## config.mk

```make
export PLATFORM = sky130hd
export DESIGN_NAME = mdio_slave_regs
export DESIGN_NICKNAME = d
export VERILOG_FILES = /design/src/rtl/mdio_slave_pkg.sv /design/src/rtl/mdio_edge_sync.sv /design/src/rtl/mdio_frame_fsm.sv /design/src/rtl/mdio_reg_banks.sv /design/src/rtl/mdio_event_ctrl.sv /design/src/rtl/mdio_slave_regs.sv
export SDC_FILE = /design/constraint.sdc
export NUM_CORES = 2
export LEC_CHECK = 0
export BUFFER_PORTS_ARGS = -buffer_cell sky130_fd_sc_hd__buf_2
export CORE_MARGIN = 3
export CORE_UTILIZATION = 60
export CTS_CLUSTER_DIAMETER = 60
export DETAILED_ROUTE_END_ITERATION = 12
export PLACE_DENSITY = 0.77
export SLEW_MARGIN = 20
export SYNTH_ARGS = -nofsm -noshare
export SYNTH_HDL_FRONTEND = slang
export SYNTH_SLANG_ARGS = --single-unit
```

## constraint.sdc

```tcl
create_clock -name clk -period 3 [get_ports clk]
set_clock_uncertainty 0.15 [all_clocks]
set_input_delay 0.3 -clock clk [delete_from_list [all_inputs] [get_ports clk]]
set_output_delay 0.3 -clock clk [all_outputs]
set_load 0.05 [all_outputs]
```

## src/rtl/mdio_slave_pkg.sv

```systemverilog
`timescale 1ns/1ps
package mdio_slave_pkg;

    localparam int PHY_AW    = 5;
    localparam int REG_AW    = 5;
    localparam int DATA_W    = 16;
    localparam int PRE_LEN   = 32;
    localparam int NUM_EVT   = 3;
    localparam int ADDR_BITS = PHY_AW + REG_AW;

    localparam logic [1:0] OPC_WRITE = 2'b01;
    localparam logic [1:0] OPC_READ  = 2'b10;

    typedef enum logic [2:0] {
        ST_IDLE,
        ST_START,
        ST_OPC,
        ST_ADDR,
        ST_TA1,
        ST_TA2,
        ST_DATA
    } frame_state_t;

    // one-cycle event pulses, wr is the least significant bit
    typedef struct packed {
        logic err;
        logic rd;
        logic wr;
    } evt_t;

    typedef struct packed {
        logic              we;
        logic [REG_AW-1:0] addr;
        logic [DATA_W-1:0] data;
    } bank_wr_t;

    function automatic logic opc_valid(input logic [1:0] opc);
        return (opc == OPC_WRITE) || (opc == OPC_READ);
    endfunction

endpackage

```

## src/rtl/mdio_edge_sync.sv

```systemverilog
`timescale 1ns/1ps
module mdio_edge_sync #(
    parameter int STAGES = 2
) (
    input  logic clk,
    input  logic rst,
    input  logic mdc_i,
    input  logic mdio_i,
    output logic bit_stb,
    output logic bit_val
);

    logic [STAGES-1:0] mdc_sr;
    logic [STAGES-1:0] mdio_sr;
    logic              mdc_last;

    always_ff @(posedge clk) begin
        if (rst) begin
            mdc_sr   <= '0;
            mdio_sr  <= '1;
            mdc_last <= 1'b0;
        end else begin
            mdc_sr   <= {mdc_sr[STAGES-2:0], mdc_i};
            mdio_sr  <= {mdio_sr[STAGES-2:0], mdio_i};
            mdc_last <= mdc_sr[STAGES-1];
        end
    end

    // data passes through the same depth as the clock, so it is aligned
    assign bit_stb = mdc_sr[STAGES-1] & ~mdc_last;
    assign bit_val = mdio_sr[STAGES-1];

endmodule

```

## src/rtl/mdio_frame_fsm.sv

```systemverilog
`timescale 1ns/1ps
module mdio_frame_fsm
    import mdio_slave_pkg::*;
(
    input  logic              clk,
    input  logic              rst,
    input  logic              bit_stb,
    input  logic              bit_val,
    input  logic [PHY_AW-1:0] port_addr,
    input  logic [DATA_W-1:0] rd_data,
    output logic [REG_AW-1:0] reg_addr,
    output logic              mdio_o,
    output logic              mdio_oe,
    output bank_wr_t          wr,
    output evt_t              evt
);

    localparam int PRE_W  = $clog2(PRE_LEN + 1);
    localparam int LONGEST = (DATA_W > ADDR_BITS) ? DATA_W : ADDR_BITS;
    localparam int CNT_W  = $clog2(LONGEST);
    localparam logic [PRE_W-1:0] PRE_FULL  = PRE_W'(PRE_LEN);
    localparam logic [CNT_W-1:0] OPC_LAST  = CNT_W'(1);
    localparam logic [CNT_W-1:0] ADDR_LAST = CNT_W'(ADDR_BITS - 1);
    localparam logic [CNT_W-1:0] DATA_LAST = CNT_W'(DATA_W - 1);

    frame_state_t          state;
    logic [PRE_W-1:0]      pre_cnt;
    logic [CNT_W-1:0]      bcnt;
    logic [1:0]            opc;
    logic [ADDR_BITS-1:0]  addr_sh;
    logic [DATA_W-1:0]     data_sh;
    logic [REG_AW-1:0]     reg_q;

    logic                  is_read;
    logic [ADDR_BITS-1:0]  addr_nxt;
    logic [DATA_W-1:0]     data_nxt;

    assign is_read  = (opc == OPC_READ);
    assign addr_nxt = {addr_sh[ADDR_BITS-2:0], bit_val};
    assign data_nxt = {data_sh[DATA_W-2:0], bit_val};
    assign reg_addr = reg_q;

    always_ff @(posedge clk) begin
        if (rst) begin
            state   <= ST_IDLE;
            pre_cnt <= '0;
            bcnt    <= '0;
            opc     <= '0;
            addr_sh <= '0;
            data_sh <= '0;
            reg_q   <= '0;
            mdio_o  <= 1'b0;
            mdio_oe <= 1'b0;
            wr      <= '0;
            evt     <= '0;
        end else begin
            evt   <= '0;
            wr.we <= 1'b0;
            if (bit_stb) begin
                case (state)
                    ST_IDLE: begin
                        if (bit_val) begin
                            if (pre_cnt != PRE_FULL)
                                pre_cnt <= pre_cnt + 1'b1;
                        end else begin
                            if (pre_cnt == PRE_FULL)
                                state <= ST_START;
                            pre_cnt <= '0;
                        end
                    end
                    ST_START: begin
                        bcnt <= '0;
                        if (bit_val) begin
                            state <= ST_OPC;
                        end else begin
                            evt.err <= 1'b1;
                            state   <= ST_IDLE;
                        end
                    end
                    ST_OPC: begin
                        opc  <= {opc[0], bit_val};
                        bcnt <= bcnt + 1'b1;
                        if (bcnt == OPC_LAST) begin
                            bcnt  <= '0;
                            state <= ST_ADDR;
                        end
                    end
                    ST_ADDR: begin
                        addr_sh <= addr_nxt;
                        bcnt    <= bcnt + 1'b1;
                        if (bcnt == ADDR_LAST) begin
                            bcnt  <= '0;
                            reg_q <= addr_nxt[REG_AW-1:0];
                            if (addr_nxt[ADDR_BITS-1 -: PHY_AW] != port_addr) begin
                                state <= ST_IDLE;
                            end else if (!opc_valid(opc)) begin
                                evt.err <= 1'b1;
                                state   <= ST_IDLE;
                            end else begin
                                state <= ST_TA1;
                            end
                        end
                    end
                    ST_TA1: begin
                        if (is_read) begin
                            mdio_oe <= 1'b1;
                            mdio_o  <= 1'b0;
                            data_sh <= rd_data;
                            state   <= ST_TA2;
                        end else if (!bit_val) begin
                            evt.err <= 1'b1;
                            state   <= ST_IDLE;
                        end else begin
                            state <= ST_TA2;
                        end
                    end
                    ST_TA2: begin
                        bcnt <= '0;
                        if (is_read) begin
                            mdio_o  <= data_sh[DATA_W-1];
                            data_sh <= {data_sh[DATA_W-2:0], 1'b0};
                            state   <= ST_DATA;
                        end else if (bit_val) begin
                            evt.err <= 1'b1;
                            state   <= ST_IDLE;
                        end else begin
                            state <= ST_DATA;
                        end
                    end
                    ST_DATA: begin
                        bcnt <= bcnt + 1'b1;
                        if (is_read) begin
                            mdio_o  <= data_sh[DATA_W-1];
                            data_sh <= {data_sh[DATA_W-2:0], 1'b0};
                            if (bcnt == DATA_LAST) begin
                                mdio_oe <= 1'b0;
                                mdio_o  <= 1'b0;
                                evt.rd  <= 1'b1;
                                state   <= ST_IDLE;
                            end
                        end else begin
                            data_sh <= data_nxt;
                            if (bcnt == DATA_LAST) begin
                                wr.we   <= 1'b1;
                                wr.addr <= reg_q;
                                wr.data <= data_nxt;
                                evt.wr  <= 1'b1;
                                state   <= ST_IDLE;
                            end
                        end
                    end
                    default: state <= ST_IDLE;
                endcase
            end
        end
    end

    AST_QUIET_IN_IDLE: assert property (@(posedge clk) disable iff (rst)
        (state == ST_IDLE) |-> !mdio_oe);

    AST_TA_DRIVES_LOW: assert property (@(posedge clk) disable iff (rst)
        $rose(mdio_oe) |-> !mdio_o);

    AST_ONE_EVENT: assert property (@(posedge clk) disable iff (rst)
        $onehot0({evt.err, evt.rd, evt.wr}));

    AST_NO_STORE_ON_ERR: assert property (@(posedge clk) disable iff (rst)
        evt.err |-> !wr.we);

endmodule

```

## src/rtl/mdio_reg_banks.sv

```systemverilog
`timescale 1ns/1ps
module mdio_reg_banks
    import mdio_slave_pkg::*;
#(
    parameter int NUM_REGS = 1 << REG_AW
) (
    input  logic              clk,
    input  logic              rst,
    input  bank_wr_t          mdio_wr,
    input  logic              loc_we,
    input  logic [REG_AW-1:0] loc_waddr,
    input  logic [DATA_W-1:0] loc_wdata,
    input  logic [REG_AW-1:0] loc_raddr,
    output logic [DATA_W-1:0] loc_rdata,
    input  logic [REG_AW-1:0] mdio_raddr,
    output logic [DATA_W-1:0] mdio_rdata
);

    logic [DATA_W-1:0] in_vec  [NUM_REGS];
    logic [DATA_W-1:0] out_vec [NUM_REGS];

    for (genvar i = 0; i < NUM_REGS; i++) begin : g_entry
        logic [DATA_W-1:0] in_r;
        logic [DATA_W-1:0] out_r;

        always_ff @(posedge clk) begin
            if (rst)
                in_r <= '0;
            else if (mdio_wr.we && (mdio_wr.addr == REG_AW'(i)))
                in_r <= mdio_wr.data;
        end

        always_ff @(posedge clk) begin
            if (rst)
                out_r <= '0;
            else if (loc_we && (loc_waddr == REG_AW'(i)))
                out_r <= loc_wdata;
        end

        assign in_vec[i]  = in_r;
        assign out_vec[i] = out_r;
    end

    assign loc_rdata  = in_vec[loc_raddr];
    assign mdio_rdata = out_vec[mdio_raddr];

    AST_IN_BANK_HOLD: assert property (@(posedge clk) disable iff (rst)
        (!mdio_wr.we ##1 $stable(loc_raddr)) |-> $stable(loc_rdata));

    AST_OUT_BANK_HOLD: assert property (@(posedge clk) disable iff (rst)
        (!loc_we ##1 $stable(mdio_raddr)) |-> $stable(mdio_rdata));

endmodule

```

## src/rtl/mdio_event_ctrl.sv

```systemverilog
`timescale 1ns/1ps
module mdio_event_ctrl #(
    parameter int N = 3
) (
    input  logic         clk,
    input  logic         rst,
    input  logic [N-1:0] set,
    input  logic [N-1:0] clr,
    input  logic [N-1:0] en,
    output logic [N-1:0] flags,
    output logic         irq
);

    logic [N-1:0] flag_q;

    always_ff @(posedge clk) begin
        if (rst) begin
            flag_q <= '0;
        end else begin
            for (int i = 0; i < N; i++) begin
                if (set[i])
                    flag_q[i] <= 1'b1;
                else if (clr[i])
                    flag_q[i] <= 1'b0;
            end
        end
    end

    assign flags = flag_q;
    assign irq   = |(flag_q & en);

    for (genvar i = 0; i < N; i++) begin : g_chk
        AST_FLAG_HOLDS: assert property (@(posedge clk) disable iff (rst)
            (flags[i] && !clr[i]) |=> flags[i]);
    end

    AST_IRQ_HAS_SOURCE: assert property (@(posedge clk) disable iff (rst)
        irq |-> (|flags));

endmodule

```

## src/rtl/mdio_slave_regs.sv

```systemverilog
`timescale 1ns/1ps
module mdio_slave_regs
    import mdio_slave_pkg::*;
#(
    parameter int NUM_REGS    = 1 << REG_AW,
    parameter int SYNC_STAGES = 2
) (
    input  logic               clk,
    input  logic               rst,
    input  logic               mdc_i,
    input  logic               mdio_i,
    output logic               mdio_o,
    output logic               mdio_oe,
    input  logic [PHY_AW-1:0]  port_addr,
    input  logic               loc_we,
    input  logic [REG_AW-1:0]  loc_waddr,
    input  logic [DATA_W-1:0]  loc_wdata,
    input  logic [REG_AW-1:0]  loc_raddr,
    output logic [DATA_W-1:0]  loc_rdata,
    input  logic [NUM_EVT-1:0] evt_en,
    input  logic [NUM_EVT-1:0] evt_clr,
    output logic [NUM_EVT-1:0] evt_flags,
    output logic               irq
);

    logic              bit_stb;
    logic              bit_val;
    logic [REG_AW-1:0] fsm_raddr;
    logic [DATA_W-1:0] fsm_rdata;
    bank_wr_t          fsm_wr;
    evt_t              fsm_evt;

    mdio_edge_sync #(
        .STAGES (SYNC_STAGES)
    ) u_sync (
        .clk     (clk),
        .rst     (rst),
        .mdc_i   (mdc_i),
        .mdio_i  (mdio_i),
        .bit_stb (bit_stb),
        .bit_val (bit_val)
    );

    mdio_frame_fsm u_fsm (
        .clk       (clk),
        .rst       (rst),
        .bit_stb   (bit_stb),
        .bit_val   (bit_val),
        .port_addr (port_addr),
        .rd_data   (fsm_rdata),
        .reg_addr  (fsm_raddr),
        .mdio_o    (mdio_o),
        .mdio_oe   (mdio_oe),
        .wr        (fsm_wr),
        .evt       (fsm_evt)
    );

    mdio_reg_banks #(
        .NUM_REGS (NUM_REGS)
    ) u_banks (
        .clk        (clk),
        .rst        (rst),
        .mdio_wr    (fsm_wr),
        .loc_we     (loc_we),
        .loc_waddr  (loc_waddr),
        .loc_wdata  (loc_wdata),
        .loc_raddr  (loc_raddr),
        .loc_rdata  (loc_rdata),
        .mdio_raddr (fsm_raddr),
        .mdio_rdata (fsm_rdata)
    );

    mdio_event_ctrl #(
        .N (NUM_EVT)
    ) u_evt (
        .clk   (clk),
        .rst   (rst),
        .set   ({fsm_evt.err, fsm_evt.rd, fsm_evt.wr}),
        .clr   (evt_clr),
        .en    (evt_en),
        .flags (evt_flags),
        .irq   (irq)
    );

    AST_READ_FLAG_AFTER_DRIVE: assert property (@(posedge clk) disable iff (rst)
        $fell(mdio_oe) |=> evt_flags[1]);

endmodule

```

Word level (Yosys, flattened, before mapping)
Cells that the tools add are included.

Logic and storage cells: 324. Register bits after elaboration: 1104. Input bits: 42. Output and inout bits: 22.

Order comparisons: 2. Add/subtract/negate cells: 2. Reductions and logical operators: 89. Bitwise gates (word level): 8. Eq/ne operators: 85. Multiplexer cells: 53.

Operator list (count): $bmux 16 s5 (2); $eq 5x5->1 const B (32); $mux 16 (6); $eq 5x4->1 const B (16); $logic_and 1x1->1 (64); $pmux 16 s3 (1); $eq 5x3->1 const B (8); $mux 3 (11); $mux 1 (22); $mux 22 (1); $pmux 3 s7 (1); $eq 5x2->1 const B (4); $ne 2x1->1 const B (8); $pmux 4 s4 (1); $ge 6x6->1 const B (2); $mux 6 (2); $not 5->6 (2); $eq 5x1->1 const B (2); $logic_not 5->1 (2); $reduce_and 5->1 (2); $eq 3x3->1 const B (3); $eq 4x4->1 const B (2); $mux 4 (2); $reduce_and 4->1 (2); other kinds (29) (41).

Depth between registers and ports, before layout
Depth after elaboration: 6. Gate-level depth with buffers: 9. Mapped depth without buffers: 7.

Hierarchy
From an unflattened synthesis, not the netlist that was laid out.

Cells, all modules: 6064. Area total of the unflattened synthesis: 48511.5 µm².

Modules (own cells, without submodules): mdio_reg_banks (cells an instance 5679, area an instance 44941.9 µm², times used 1, seq. area each 20499.7 µm²); mdio_frame_fsm (cells an instance 360, area an instance 3305.7 µm², times used 1, seq. area each 1421.4 µm²); mdio_edge_sync (cells an instance 11, area an instance 145.1 µm², times used 1, seq. area each 100.1 µm²); mdio_event_ctrl (cells an instance 14, area an instance 118.9 µm², times used 1, seq. area each 60.1 µm²).

Worst setup path after synthesis
No wires, ideal clock.

Path type: in2out. From: input loc_raddr[0]. To: output loc_rdata[0]. Required time: 2.550 ns. Path buffers: 2. Arrival: 2.197 ns. Cell stages on the path: 5. Setup slack: 0.353 ns. Cells stage by stage: clkbuf_1 > buf_2 > mux4_2 > mux4_2 > mux2_2.

Longest elaborated chain between the ends: 4.

Ends and longest elaborated chain: start, declared (line mdio_slave_regs.sv:18) `input logic [REG_AW-1:0] loc_raddr,`; $not 5->6 (not written as such) (line mdio_reg_banks.sv:44) `assign loc_rdata = in_vec[loc_raddr];`; $bmux 16 s5 (line mdio_reg_banks.sv:44); $mux 16 (not written as such) (2 in a row) (line mdio_reg_banks.sv:44); end, declared (line mdio_slave_regs.sv:19) `output logic [DATA_W-1:0] loc_rdata,`.

Every way passes these cells. The select of a mux whose other input is x is not followed.

Final worst setup path
From: register u_banks.g_entry[30].in_r[12]. To: output loc_rdata[12].

Longest elaborated chain between the ends: 3.

Ends and longest elaborated chain: start, declared (line mdio_reg_banks.sv:23) `logic [DATA_W-1:0] in_r;`; start signal, assigned (line mdio_reg_banks.sv:30) `in_r <= mdio_wr.data;`; $bmux 16 s5 (line mdio_reg_banks.sv:44); $mux 16 (not written as such) (2 in a row) (line mdio_reg_banks.sv:44).

Every way passes these cells. The select of a mux whose other input is x is not followed.

==> flow_summary_export.csv <==
group,metric,value,unit
setup_path,critPathBufInv,1,
timing,fmax,0.3348,GHz
global_routing,grt_pass1_vias,39280,
timing,finalHoldViolCount,0,
logic_synthesis,ys_warn_count,0,
pwr,internal_power,0.02315,W
setup_path,cpPeakStageDelay,0.60,ns
cts,clock_sinks,1103,
placed_design,place_inst,6464,
routing,top_layer_used,"met5",
die,rows,102,
placed_design,placed_area,49090,um2
routing,via_count,41530,
pwr,netSwitchingPower,0.006530,W
die,core,78100,um2
timing,slew_violations,0,
flow_run,maxCapViolations,0,
pwr,irDropWorstVdd,0.5965,mV
global_routing,grt_remaining_overflow,0,
routing,drt_iter0_drc,4853,
cts,htreeDepth,3,
cells_and_area,areaGrowthSynthToFinish,11.13,%
logic_synthesis,ys_types,57,
logic_synthesis,ys_ff_latch,1103,
logic_synthesis,async_flop_share,0,%
setup_path,slowest_stage,"mux4_2",
die,initial_core_util,61.02,%
setup_path,crit_family,"multiplexers",
timing,setup_viol,0,
routing,drcViolationCount,0,
pwr,leakagePower,16.69,nW
pwr,switching_share,22.01,%
logic_synthesis,synth_area_per_cell,8.374,um2
setup_path,worstPathCellList,"mux4_2 -> mux4_2 -> mux2_2 -> buf_6",
pwr,seq_power_share,49.7,%
routing,met1_length,56020,um
routing,drtAntennaViolNets,0,
logic_synthesis,synth_edf_count,0,
setup_path,critPathArrivalTime,2.54,ns
setup_path,startpoint_type,"flop",
setup_path,cp_max_fo,2,
logic_synthesis,synth_area,47660,um2
timing,rsz0062_at_grt,"true",
setup_path,path_class,"reg -> out",
die,die_y,287.9,um
setup_path,worstSetupEndpointType,"output port",
logic_synthesis,synth_cells,5692,
cells_and_area,stdcell_area,52970,um2
logic_synthesis,synth_nets,5739,
logic_synthesis,ys_seq_area_share,46.33,%
placed_design,port_buffers,63,
routing,drt-total-wl,144700,um
cts,cts-root-buf,"clkbuf_16",
timing,min_period_over_period,99.57,%
cts,clk_latency,0.68,ns
cells_and_area,stdcell_count,6673,
die,die-width,287.9,um
die,ios,64,
routing,dr_wl_met2,64730,um
placed_design,dp.final_hpwl,88010,um
min_path,hp-class,"in -> reg",
timing,worst_pin_slew,1.035,ns
timing,layout_min_cycle_time,2.987,ns
global_routing,antenna_found_initial,5,
timing,timing.hold.ws,0.07958,ns
routing,wl_per_cell,21.69,um
setup_path,cp.required,2.55,ns
pwr,powerDensity,560.3,nW/um2
cts,cts.path.max_buffers,3,
die,dieArea,82860,um2
routing,vias_per_cell,6.223,
global_routing,grt_pass1_wl,223000,um
cts,cts_tree,"built",
pwr,clockPowerShare,47.2,%
routing,dr_wl_met3,15070,um
global_routing,grt_usage,34.08,%
pwr,pwr-share-comb,3.1,%
setup_path,critPathMostFrequentCell,"mux4_2",
cts,clkSlewWorstSetupHoldPaths,0.06,ns
routing,drtPass1Iterations,7,
cts,cts_buffers,110,
cells_and_area,drive_above_1_share,11.55,%
timing,slew_headroom,31.01,%
global_routing,grt_max_degree,187,
placed_design,routabilityCongestion,0.9636,
logic_synthesis,synth_flop_cell,"dfxtp_1",
cells_and_area,nets,5592,
run_status,status,"complete, no violations",
==> timing repair <==
action / CTS / global route
resized for setup: 15 / 27
setup endpoints to repair: 10 / 13
hold buffers: 9 / 0
setup buffers: 0 / 0
hold endpoints to repair: 48 / 0
==> metrics by stage <==
step | util, % | power (W) | TNS [ns] | setup slack, ns
after global routing | 67.81 | 0.03042 | -0.003472 | -0.003472
after detailed placement | 62.85 | 0.01596 | 0 | 0.1517
after global placement | 62.85 | 0.01595 | 0 | 0.1529
after floorplan | - | 0.01567 | 0 | 0.3534
final | 67.82 | 0.02968 | 0 | 0.01291
after CTS | 67.73 | 0.02974 | 0 | 0.001001
==> cells by family after synthesis <==
logic type / count (synthesis) / share of synthesized area [%]
flops: 1103 / 46.33
compound gates: 1224 / 13.73
simple gates: 2257 / 18.90
mux: 571 / 16.32
xor+xnor: 12 / 0.2205
buf+inv: 520 / 4.366
fa+ha+maj: 5 / 0.1313
==> cells in the mapped netlist (11+ instances only) <==
cell type  number  area (um2)
o21ai_1        20       100.1
o21bai_1       16       120.1
o22ai_1        34       212.7
o21ai_0        25       125.1
or4_1          17       127.6
buf_1          34       127.6
nor2b_1        16       100.1
mux2_2         32       360.4
xor2_1         11       96.34
mux2_1         16       180.2
mux4_2        160        3603
clkbuf_1      411        1543
buf_2          52       260.3
dfxtp_1      1103       22080
a21oi_1      1006        5035
nand2_1      1769        6640
buf_4          11       82.58
a22oi_1       112       840.8
mux2i_1       363        3633
nand2b_1       13       81.33
nand3_1       148       740.7
nor3_1         34       170.2
nor2_1        211       792.0
==> layout by cell type (no fill, tap or decap), drive strengths merged, types with 18 or more instances in the layout <==
cell	n
a21oi	1006
a22oi	112
buf	242
clkbuf	161
clkinv	20
dfxtp	1103
mux2	48
mux2i	363
mux4	160
nand2	1769
nand3	148
nor2	219
nor2b	18
nor3	38
o21ai	45
o22ai	34
==> per-layer routing <==
layer	vias up	global-route usage [%]
li1	19010	-
met2	2257	52.75
met1	19760	44.47
met4	6	19.50
met3	488	7.039
met5	-	0
==> worst register-to-register path, delay by kind of cell (launching register included) <==
| kind | cells | cell delay [ns] |
|---|---|---|
| DFF | 1 | 0.48 |
| AOI/OAI and AO/OA | 3 | 0.74 |
| and+or+nand+nor | 1 | 0.50 |
| buffers and inverters | 1 | 0.50 |
| muxes | 1 | 0.19 |
==> state kept, by name, summed over array words and instances (netlist names) <==
name and flops:
u_fsm.opc 2, u_fsm.bcnt 4, u_fsm.mdio_o 1, u_fsm.evt 3, u_sync.mdio_sr 2, u_fsm.wr 21
u_fsm.state 3, u_banks.g_entry.in_r 512, u_fsm.addr_sh 9, u_sync.mdc_sr 2, u_evt.flags 3, u_fsm.data_sh 16
u_banks.g_entry.out_r 512, u_fsm.reg_addr 5, u_sync.mdc_last 1, u_fsm.mdio_oe 1, u_fsm.pre_cnt 6
==> path summary, 6_finish.rpt <==
path	depth (start not counted)	end	from	slack (ns)
max	4	loc_rdata[12]	u_banks.g_entry[30].in_r[12]	0.01
min reg2reg	1	u_sync.mdio_sr[1]	u_sync.mdio_sr[0]	0.27
max reg2reg	6	u_fsm.data_sh[11]	u_fsm.reg_addr[0]	0.34
min	3	u_banks.g_entry[7].out_r[9]	loc_wdata[9]	0.08
==> final cells by class <==
cell class,count,area [um2]
Multi-Input combinational cell,4069,23600
Sequential cell,1103,22090
Clock inverter,37,454.2
Fill cell,6182,25140
Clock buffer,160,3223
Tap cell,1040,1301
Timing Repair Buffer,252,2255
Antenna cell,3,7.507
Inverter,9,33.78
==> power by group through the flow <==
stage          Sequential, W  Combinational [W]  Clock (W)
2_1_floorplan         0.0150           0.000623          0
3_3_place_gp          0.0151           0.000889          0
3_5_place_dp          0.0151           0.000900          0
4_1_cts               0.0147           0.000907     0.0141
5_1_grt               0.0147           0.000986     0.0147
6_report              0.0147           0.000926     0.0140
No activity file was read; power rests on OpenSTA's default activity.
